File: config.mk
export PLATFORM = sky130hd
export DESIGN_NAME = mux_dram_core
export DESIGN_NICKNAME = d
export VERILOG_FILES = /design/src/rtl/mdram_pkg.sv /design/src/rtl/mdram_edge.sv /design/src/rtl/mdram_cell_array.sv /design/src/rtl/mdram_row_buf.sv /design/src/rtl/mux_dram_core.sv
export SDC_FILE = /design/constraint.sdc
export NUM_CORES = 1
export LEC_CHECK = 0
export CORE_UTILIZATION = 45
export DETAILED_ROUTE_END_ITERATION = 8
export PLACE_DENSITY = 0.68
export RECOVER_POWER = 50
export SYNTH_ARGS = -nofsm -noshare
export SYNTH_HDL_FRONTEND = slang
export SYNTH_HIERARCHICAL = 1
export SYNTH_SLANG_ARGS = --single-unit
File: constraint.sdc
create_clock -name clk -period 3.6 [get_ports clk]
set_input_delay 1.08 -clock clk [delete_from_list [all_inputs] [get_ports clk]]
set_output_delay 1.08 -clock clk [all_outputs]
set_load 0.05 [all_outputs]
File: src/rtl/mdram_pkg.sv
package mdram_pkg;

    // Controller states of the access sequencer.
    typedef enum logic [1:0] {
        S_IDLE  = 2'd0,
        S_OPEN  = 2'd1,
        S_READ  = 2'd2,
        S_WRITE = 2'd3
    } dram_state_e;

    // Index of each strobe in the edge detector vector.
    localparam int STB_RAS = 0;
    localparam int STB_CAS = 1;
    localparam int STB_NUM = 2;

endpackage

File: src/rtl/mdram_edge.sv
// Edge finder for active-low strobes, one register per strobe.
module mdram_edge #(
    parameter int NUM = 2
) (
    input  logic           clk,
    input  logic           rst_n,
    input  logic [NUM-1:0] strobe_n_i,
    output logic [NUM-1:0] fall_o,
    output logic [NUM-1:0] rise_o
);

    logic [NUM-1:0] prev_q;

    for (genvar s = 0; s < NUM; s++) begin : g_stb
        // Strobes idle high, so the history resets to the inactive level.
        always_ff @(posedge clk) begin
            if (!rst_n) prev_q[s] <= 1'b1;
            else        prev_q[s] <= strobe_n_i[s];
        end

        assign fall_o[s] =  prev_q[s] & ~strobe_n_i[s];
        assign rise_o[s] = ~prev_q[s] &  strobe_n_i[s];
    end

endmodule

File: src/rtl/mdram_cell_array.sv
// Register-held storage array. A row read drains the row, a write-back restores it.
module mdram_cell_array #(
    parameter int ROWS   = 4,
    parameter int COLS   = 4,
    parameter int WORD_W = 8,
    localparam int ROW_AW = $clog2(ROWS),
    localparam int ROW_W  = COLS * WORD_W
) (
    input  logic              clk,
    input  logic              rst_n,
    input  logic [ROW_AW-1:0] rd_row_i,
    input  logic              drain_en_i,
    output logic [ROW_W-1:0]  row_data_o,
    input  logic              wb_en_i,
    input  logic [ROW_AW-1:0] wb_row_i,
    input  logic [ROW_W-1:0]  wb_data_i
);

    logic [ROW_W-1:0] mem_q [ROWS];

    for (genvar r = 0; r < ROWS; r++) begin : g_row
        always_ff @(posedge clk) begin
            if (!rst_n) begin
                mem_q[r] <= '0;
            end else if (wb_en_i && (wb_row_i == ROW_AW'(r))) begin
                mem_q[r] <= wb_data_i;
            end else if (drain_en_i && (rd_row_i == ROW_AW'(r))) begin
                mem_q[r] <= '0;
            end
        end
    end

    assign row_data_o = mem_q[rd_row_i];

    // a row is never drained and restored in the same cycle.
    p_port_excl_r7: assert property (@(posedge clk) disable iff (!rst_n)
        !(drain_en_i && wb_en_i));

    // restored row holds the written-back value afterwards.
    p_restore_r7: assert property (@(posedge clk) disable iff (!rst_n)
        wb_en_i |=> (mem_q[$past(wb_row_i)] == $past(wb_data_i)));

endmodule

File: src/rtl/mdram_row_buf.sv
// Row buffer: loaded as a whole, written and read one supercell at a time.
module mdram_row_buf #(
    parameter int COLS   = 4,
    parameter int WORD_W = 8,
    localparam int COL_AW = $clog2(COLS),
    localparam int ROW_W  = COLS * WORD_W
) (
    input  logic              clk,
    input  logic              rst_n,
    input  logic              load_en_i,
    input  logic [ROW_W-1:0]  load_data_i,
    input  logic              wr_en_i,
    input  logic [COL_AW-1:0] wr_col_i,
    input  logic [WORD_W-1:0] wr_data_i,
    input  logic [COL_AW-1:0] rd_col_i,
    output logic [WORD_W-1:0] rd_data_o,
    output logic [ROW_W-1:0]  all_o
);

    logic [WORD_W-1:0] cell_q [COLS];

    for (genvar c = 0; c < COLS; c++) begin : g_col
        always_ff @(posedge clk) begin
            if (!rst_n) begin
                cell_q[c] <= '0;
            end else if (load_en_i) begin
                cell_q[c] <= load_data_i[c*WORD_W +: WORD_W];
            end else if (wr_en_i && (wr_col_i == COL_AW'(c))) begin
                cell_q[c] <= wr_data_i;
            end
        end
        assign all_o[c*WORD_W +: WORD_W] = cell_q[c];
    end

    assign rd_data_o = cell_q[rd_col_i];

    // a load captures the full row that was presented.
    p_load_row_r2: assert property (@(posedge clk) disable iff (!rst_n)
        load_en_i |=> (all_o == $past(load_data_i)));

    // a column write lands in the addressed supercell.
    p_col_write_r5: assert property (@(posedge clk) disable iff (!rst_n)
        (wr_en_i && !load_en_i) |=> (cell_q[$past(wr_col_i)] == $past(wr_data_i)));

endmodule

File: src/rtl/mux_dram_core.sv
// Multiplexed-address DRAM array model: row strobe opens a page into the
// row buffer, column strobes read or write supercells of that page.
module mux_dram_core
    import mdram_pkg::*;
#(
    parameter int ROWS   = 4,
    parameter int COLS   = 4,
    parameter int WORD_W = 8,
    localparam int ROW_AW = $clog2(ROWS),
    localparam int COL_AW = $clog2(COLS),
    localparam int ADDR_W = (ROW_AW > COL_AW) ? ROW_AW : COL_AW,
    localparam int ROW_W  = COLS * WORD_W
) (
    input  logic              clk,
    input  logic              rst_n,
    input  logic [ADDR_W-1:0] addr_i,
    input  logic              ras_n_i,
    input  logic              cas_n_i,
    input  logic              we_n_i,
    input  logic              oe_n_i,
    input  logic [WORD_W-1:0] din_i,
    output logic [WORD_W-1:0] dout_o,
    output logic              dout_en_o
);

    dram_state_e state_q, state_d;

    logic [STB_NUM-1:0] stb_fall, stb_rise;
    logic               ras_fall, ras_rise, cas_fall, cas_rise;

    logic               load_en, wb_en, col_wr_en;
    logic [ROW_AW-1:0]  row_q;
    logic [COL_AW-1:0]  col_q;
    logic [ROW_AW-1:0]  addr_row;
    logic [COL_AW-1:0]  addr_col;
    logic [ROW_W-1:0]   array_row, buf_all;
    logic [WORD_W-1:0]  buf_word;

    assign addr_row = addr_i[ROW_AW-1:0];
    assign addr_col = addr_i[COL_AW-1:0];

    mdram_edge #(.NUM(STB_NUM)) u_edge (
        .clk        (clk),
        .rst_n      (rst_n),
        .strobe_n_i ({cas_n_i, ras_n_i}),
        .fall_o     (stb_fall),
        .rise_o     (stb_rise)
    );

    assign ras_fall = stb_fall[STB_RAS];
    assign ras_rise = stb_rise[STB_RAS];
    assign cas_fall = stb_fall[STB_CAS];
    assign cas_rise = stb_rise[STB_CAS];

    mdram_cell_array #(.ROWS(ROWS), .COLS(COLS), .WORD_W(WORD_W)) u_array (
        .clk        (clk),
        .rst_n      (rst_n),
        .rd_row_i   (addr_row),
        .drain_en_i (load_en),
        .row_data_o (array_row),
        .wb_en_i    (wb_en),
        .wb_row_i   (row_q),
        .wb_data_i  (buf_all)
    );

    mdram_row_buf #(.COLS(COLS), .WORD_W(WORD_W)) u_rowbuf (
        .clk         (clk),
        .rst_n       (rst_n),
        .load_en_i   (load_en),
        .load_data_i (array_row),
        .wr_en_i     (col_wr_en),
        .wr_col_i    (addr_col),
        .wr_data_i   (din_i),
        .rd_col_i    (col_q),
        .rd_data_o   (buf_word),
        .all_o       (buf_all)
    );

    // State register.
    always_ff @(posedge clk) begin
        if (!rst_n) state_q <= S_IDLE;
        else        state_q <= state_d;
    end

    // Next state and datapath controls.
    always_comb begin
        state_d   = state_q;
        load_en   = 1'b0;
        wb_en     = 1'b0;
        col_wr_en = 1'b0;
        unique case (state_q)
            S_IDLE: begin
                // Column pulses are ignored here: no row is open.
                if (ras_fall) begin
                    load_en = 1'b1;
                    state_d = S_OPEN;
                end
            end
            S_OPEN: begin
                if (ras_rise) begin
                    wb_en   = 1'b1;
                    state_d = S_IDLE;
                end else if (cas_fall) begin
                    if (!we_n_i) begin
                        col_wr_en = 1'b1;
                        state_d   = S_WRITE;
                    end else begin
                        state_d   = S_READ;
                    end
                end
            end
            S_READ, S_WRITE: begin
                if (ras_rise) begin
                    wb_en   = 1'b1;
                    state_d = S_IDLE;
                end else if (cas_rise) begin
                    state_d = S_OPEN;
                end
            end
        endcase
    end

    // Address latches.
    always_ff @(posedge clk) begin
        if (!rst_n) begin
            row_q <= '0;
            col_q <= '0;
        end else begin
            if (load_en) row_q <= addr_row;
            if (state_q == S_OPEN && cas_fall && !ras_rise) col_q <= addr_col;
        end
    end

    // Outputs.
    always_comb begin
        dout_en_o = (state_q == S_READ) && !cas_n_i && !oe_n_i;
        dout_o    = dout_en_o ? buf_word : '0;
    end

    // data pins driven only with both column strobe and output enable low.
    p_drive_gate_r4: assert property (@(posedge clk) disable iff (!rst_n)
        dout_en_o |-> (!oe_n_i && !cas_n_i));

    // a column write never drives the data pins.
    p_write_quiet_r5: assert property (@(posedge clk) disable iff (!rst_n)
        (state_q == S_WRITE) |-> !dout_en_o);

    // with the row strobe high, the idle state is kept whatever the column strobe does.
    p_cas_ignored_r8: assert property (@(posedge clk) disable iff (!rst_n)
        (state_q == S_IDLE && ras_n_i) |=> (state_q == S_IDLE));

    // a high row strobe always closes an open row.
    p_close_r9: assert property (@(posedge clk) disable iff (!rst_n)
        (state_q != S_IDLE && ras_n_i) |=> (state_q == S_IDLE));

    // the latched row holds for the whole page.
    p_row_held_r6: assert property (@(posedge clk) disable iff (!rst_n)
        (state_q != S_IDLE) |=> $stable(row_q));

    // a falling row strobe from idle opens a page.
    p_open_r2: assert property (@(posedge clk) disable iff (!rst_n)
        (state_q == S_IDLE && $past(ras_n_i) && !ras_n_i) |=> (state_q == S_OPEN));

endmodule

==> impl_metrics.csv <==
group,metric,value,unit
pwr,power.density,532,mW/mm2
synthesis,ys_warn_count,6,
pwr,switching_share,0.224,
setup_path,worstReg2RegStart,"u_edge/prev_q[0]$_SDFF_PN1_",
pwr,leakage,3.14,nW
min_path,hold_start,"state_q[0]$_SDFFE_PN0P_",
clock_tree,cts_root_buf,"clkbuf_16",
finish,areaGrowthSynthToFinish,16.6,%
floorplan,start_util,0.464,
sta,finalHoldWorstSlack,616,ps
floorplan,die_h,133,um
synthesis,synth_adder_area_share,0,
pwr,p_sw,1.08,mW
synthesis,ys_types,34,
synthesis,syn_area_per_cell,16.5,um2
run_status,status,"finished, final reports clean",
drt,wl_per_cell,23.2,um
min_path,hold_class,"register to register",
sta,slew-limit-headroom,0.306,
sta,worst_slew_pin_slew,1040,ps
setup_path,worst_setup_path_end_kind,"output pin",
pwr,seqPwrFrac,0.504,
clock_tree,postCtsHoldBufs,0,
sta,fin_skew,7.18,ps
sta,fmax,0.286,GHz
synthesis,synth_top_area_frac,0.620,
drt,drt_iter0_markers,395,
finish,n_fill_cell,1357,
setup_path,path_class,"input port to output pin",
clock_tree,post_cts_buffers,0,
pwr,power_frac_comb,0.090,
clock_tree,cts_buffers,17,
synthesis,synth_area_leaders,"edfxtp_1 (62%), and2_1 (11%), mux4_2 (10%), a32o_1 (2.1%), dfxtp_1 (2.1%)",
global_routing,gr-total-overflow,0,
synthesis,synth_compound_area_frac,0.0478,
drt,drc,0,
clock_tree,cts_sinks,168,
setup_path,crit_path_start_kind,"input port",
synthesis,synth_top_area_cell,"edfxtp_1",
synthesis,synth_top_family_by_area,"simple AND/OR/NAND/NOR gates",
synthesis,synth_xor_area_frac,0,
drt,first_pass_iters,5,
sta,fin_crit_sh,0.972,
placed_design,dpl_cell_area,0.00847,mm2
setup_path,worst_ep_arrival_time,2420,ps
placed_design,place.gp.congestion,0.761,
floorplan,boundaryPins,25,
global_routing,grt_pass1_vias,4491,
drt,wl,17200,um
drt,drtAntennaViolNets,0,
sta,drv_slew,0,
finish,layout.nets,526,
floorplan,coreArea,0.0167,mm2
finish,diodes,0,
setup_path,worstRegToRegCells,5,
global_routing,grt_pass1_wl,26400,um
clock_tree,ctsResizeCount,0,
min_path,hold_depth,2,
min_path,hold_end,"state_q[0]$_SDFFE_PN0P_",
floorplan,row_count,47,
pwr,intPower,3.73,mW
setup_path,cp_max_fo,7,
setup_path,r2r_setup_slack,1110,ps
placed_design,hpwl,10600,um
job,maxCapViolCount,0,
sta,fin_tns_setup,0,ps
pwr,peakVddDrop,327,uV
synthesis,ys_seq_area_frac,0.640,
synthesis,syn-num-nets,485,
setup_path,cp_data_required_time,2520,ps
drt,num_vias,4323,
synthesis,syn-cell-area,0.00775,mm2
global_routing,grtUsageTotal,0.207,
finish,fin_area,0.00904,mm2
pwr,p_clk_frac,0.407,
placed_design,io_buffers,24,
synthesis,synthMuxAreaShare,0.125,
synthesis,synth-simple-area-share,0.153,
clock_tree,clk_latency,430,ps
sta,timing.final.hold_violations,0,
sta,setup_violations,0,
drt,post_drt_via_cell_ratio,5.82,
finish,drive_above_1_share,0.203,
floorplan,dieArea,0.0178,mm2
sta,rsz0062_at_grt,"false",
global_routing,grt_max_degree,64,
floorplan,fp.dieW,133,um
clock_tree,htree_levels,4,
clock_tree,clkTransAtPathRegs,60,ps
clock_tree,cts_tree,"built",
setup_path,r2r_end,"u_array/mem_q[2][11]$_SDFFCE_PP0P_",
synthesis,ys_seq_elements,168,
synthesis,synthCells,469,
global_routing,antenna_found_initial,0,
clock_tree,clockBufferDepth,2,
sta,period_needed,3500,ps
[layout make-up]
class | count | area [um2] | area share
clock buffer | 18 | 429 | 0.0475
clock inverter | 14 | 205 | 0.0227
inverter | 3 | 11.3 | 0.00125
multi-input combinational | 266 | 2570 | 0.285
sequential | 168 | 4960 | 0.549
tap | 220 | 275 | 0.0304
timing repair buffer | 54 | 584 | 0.0646
[worst max-delay path, stage by stage]
cell and delay (ps):
clkdlybuf4s50_1 480, nor4b_4 320, buf_12 170, and2_1 210
buf_12 160
[how the worst max path moves through the flow]
stage,from,end,slack (ps),cells after the start
3_3_place_gp,cas_n_i,dout_o[5],40,5
5_1_grt,cas_n_i,dout_o[5],30,5
4_1_cts,cas_n_i,dout_o[5],30,5
6_report,cas_n_i,dout_o[5],100,5
2_1_floorplan,ras_n_i,u_array/mem_q[1][0]$_SDFFCE_PP0P_,-280,4
3_5_place_dp,cas_n_i,dout_o[5],30,5
[cell usage after synthesis (all sizes together)]
master	number
nand2	3
and4bb	3
nand3b	2
o2bb2ai	16
dfxtp	8
inv	3
nor3b	2
mux2i	5
nor2b	10
o21a	2
and2	137
a32o	16
o21ai	4
edfxtp	160
nor4b	2
and4b	3
clkbuf	13
nand4b	1
mux4	40
and4	1
o221ai	4
nor3	2
buf	19
nand2b	12
nand4bb	1
[state kept, by name, indices dropped and copies added, names as in the netlist]
signal / count
col_q: 2
u_array/mem_q: 128
u_edge/prev_q: 2
u_rowbuf/cell_q: 32
state_q: 2
row_q: 2
[metal layers]
layer / share of wire / GRT usage / wire length, um
met3: 0.056 / 0.0449 / 963
met5: 0 / 0 / 0
met1: 0.41 / 0.267 / 7120
met4: 0.019 / 0.0720 / 323
met2: 0.51 / 0.346 / 8820
[cell usage in the layout (no fill, tap or decap), types with 3 or more instances in the layout]
master,netlist,final
clkdlybuf4s50_1,0,11
clkbuf_1,1,8
nor2b_1,10,10
and4b_1,3,3
o21ai_0,4,4
o221ai_4,0,3
inv_1,3,3
buf_12,3,15
clkinv_2,0,3
edfxtp_1,160,160
o2bb2ai_1,16,16
and2_1,137,70
mux4_1,4,4
mux2i_1,5,5
nand2_1,3,3
a32o_1,16,16
nand2b_1,12,12
and2_0,0,67
bufinv_16,0,5
buf_4,2,13
mux4_2,36,36
clkbuf_16,0,17
clkbuf_2,12,4
dfxtp_1,8,8
[cell families after synthesis]
group	Yosys count
flops	168
mux	45
buf+inv	35
compound gates	42
simple gates	179
[metrics by stage]
step | power [mW] | util | cells | setup WS (ps)
final | 4.81 | 0.542 | 743 | 101
after global routing | 4.96 | 0.542 | 743 | 28.1
after CTS | 4.84 | 0.545 | 743 | 29.9
after detailed placement | 2.91 | 0.507 | 711 | 31.3
after global placement | 2.89 | 0.507 | 711 | 38.4
after floorplan | 2.70 | - | 469 | -279
[power by group through the flow]
stage          registers [mW]  clock network (mW)  logic, mW
6_report                 2.43                1.96      0.431
5_1_grt                  2.44                2.06      0.455
4_1_cts                  2.43                1.97      0.442
3_5_place_dp             2.47                   0      0.440
3_3_place_gp             2.46                   0      0.435
2_1_floorplan            2.41                   0      0.286
(Power assumes the default switching activity.)
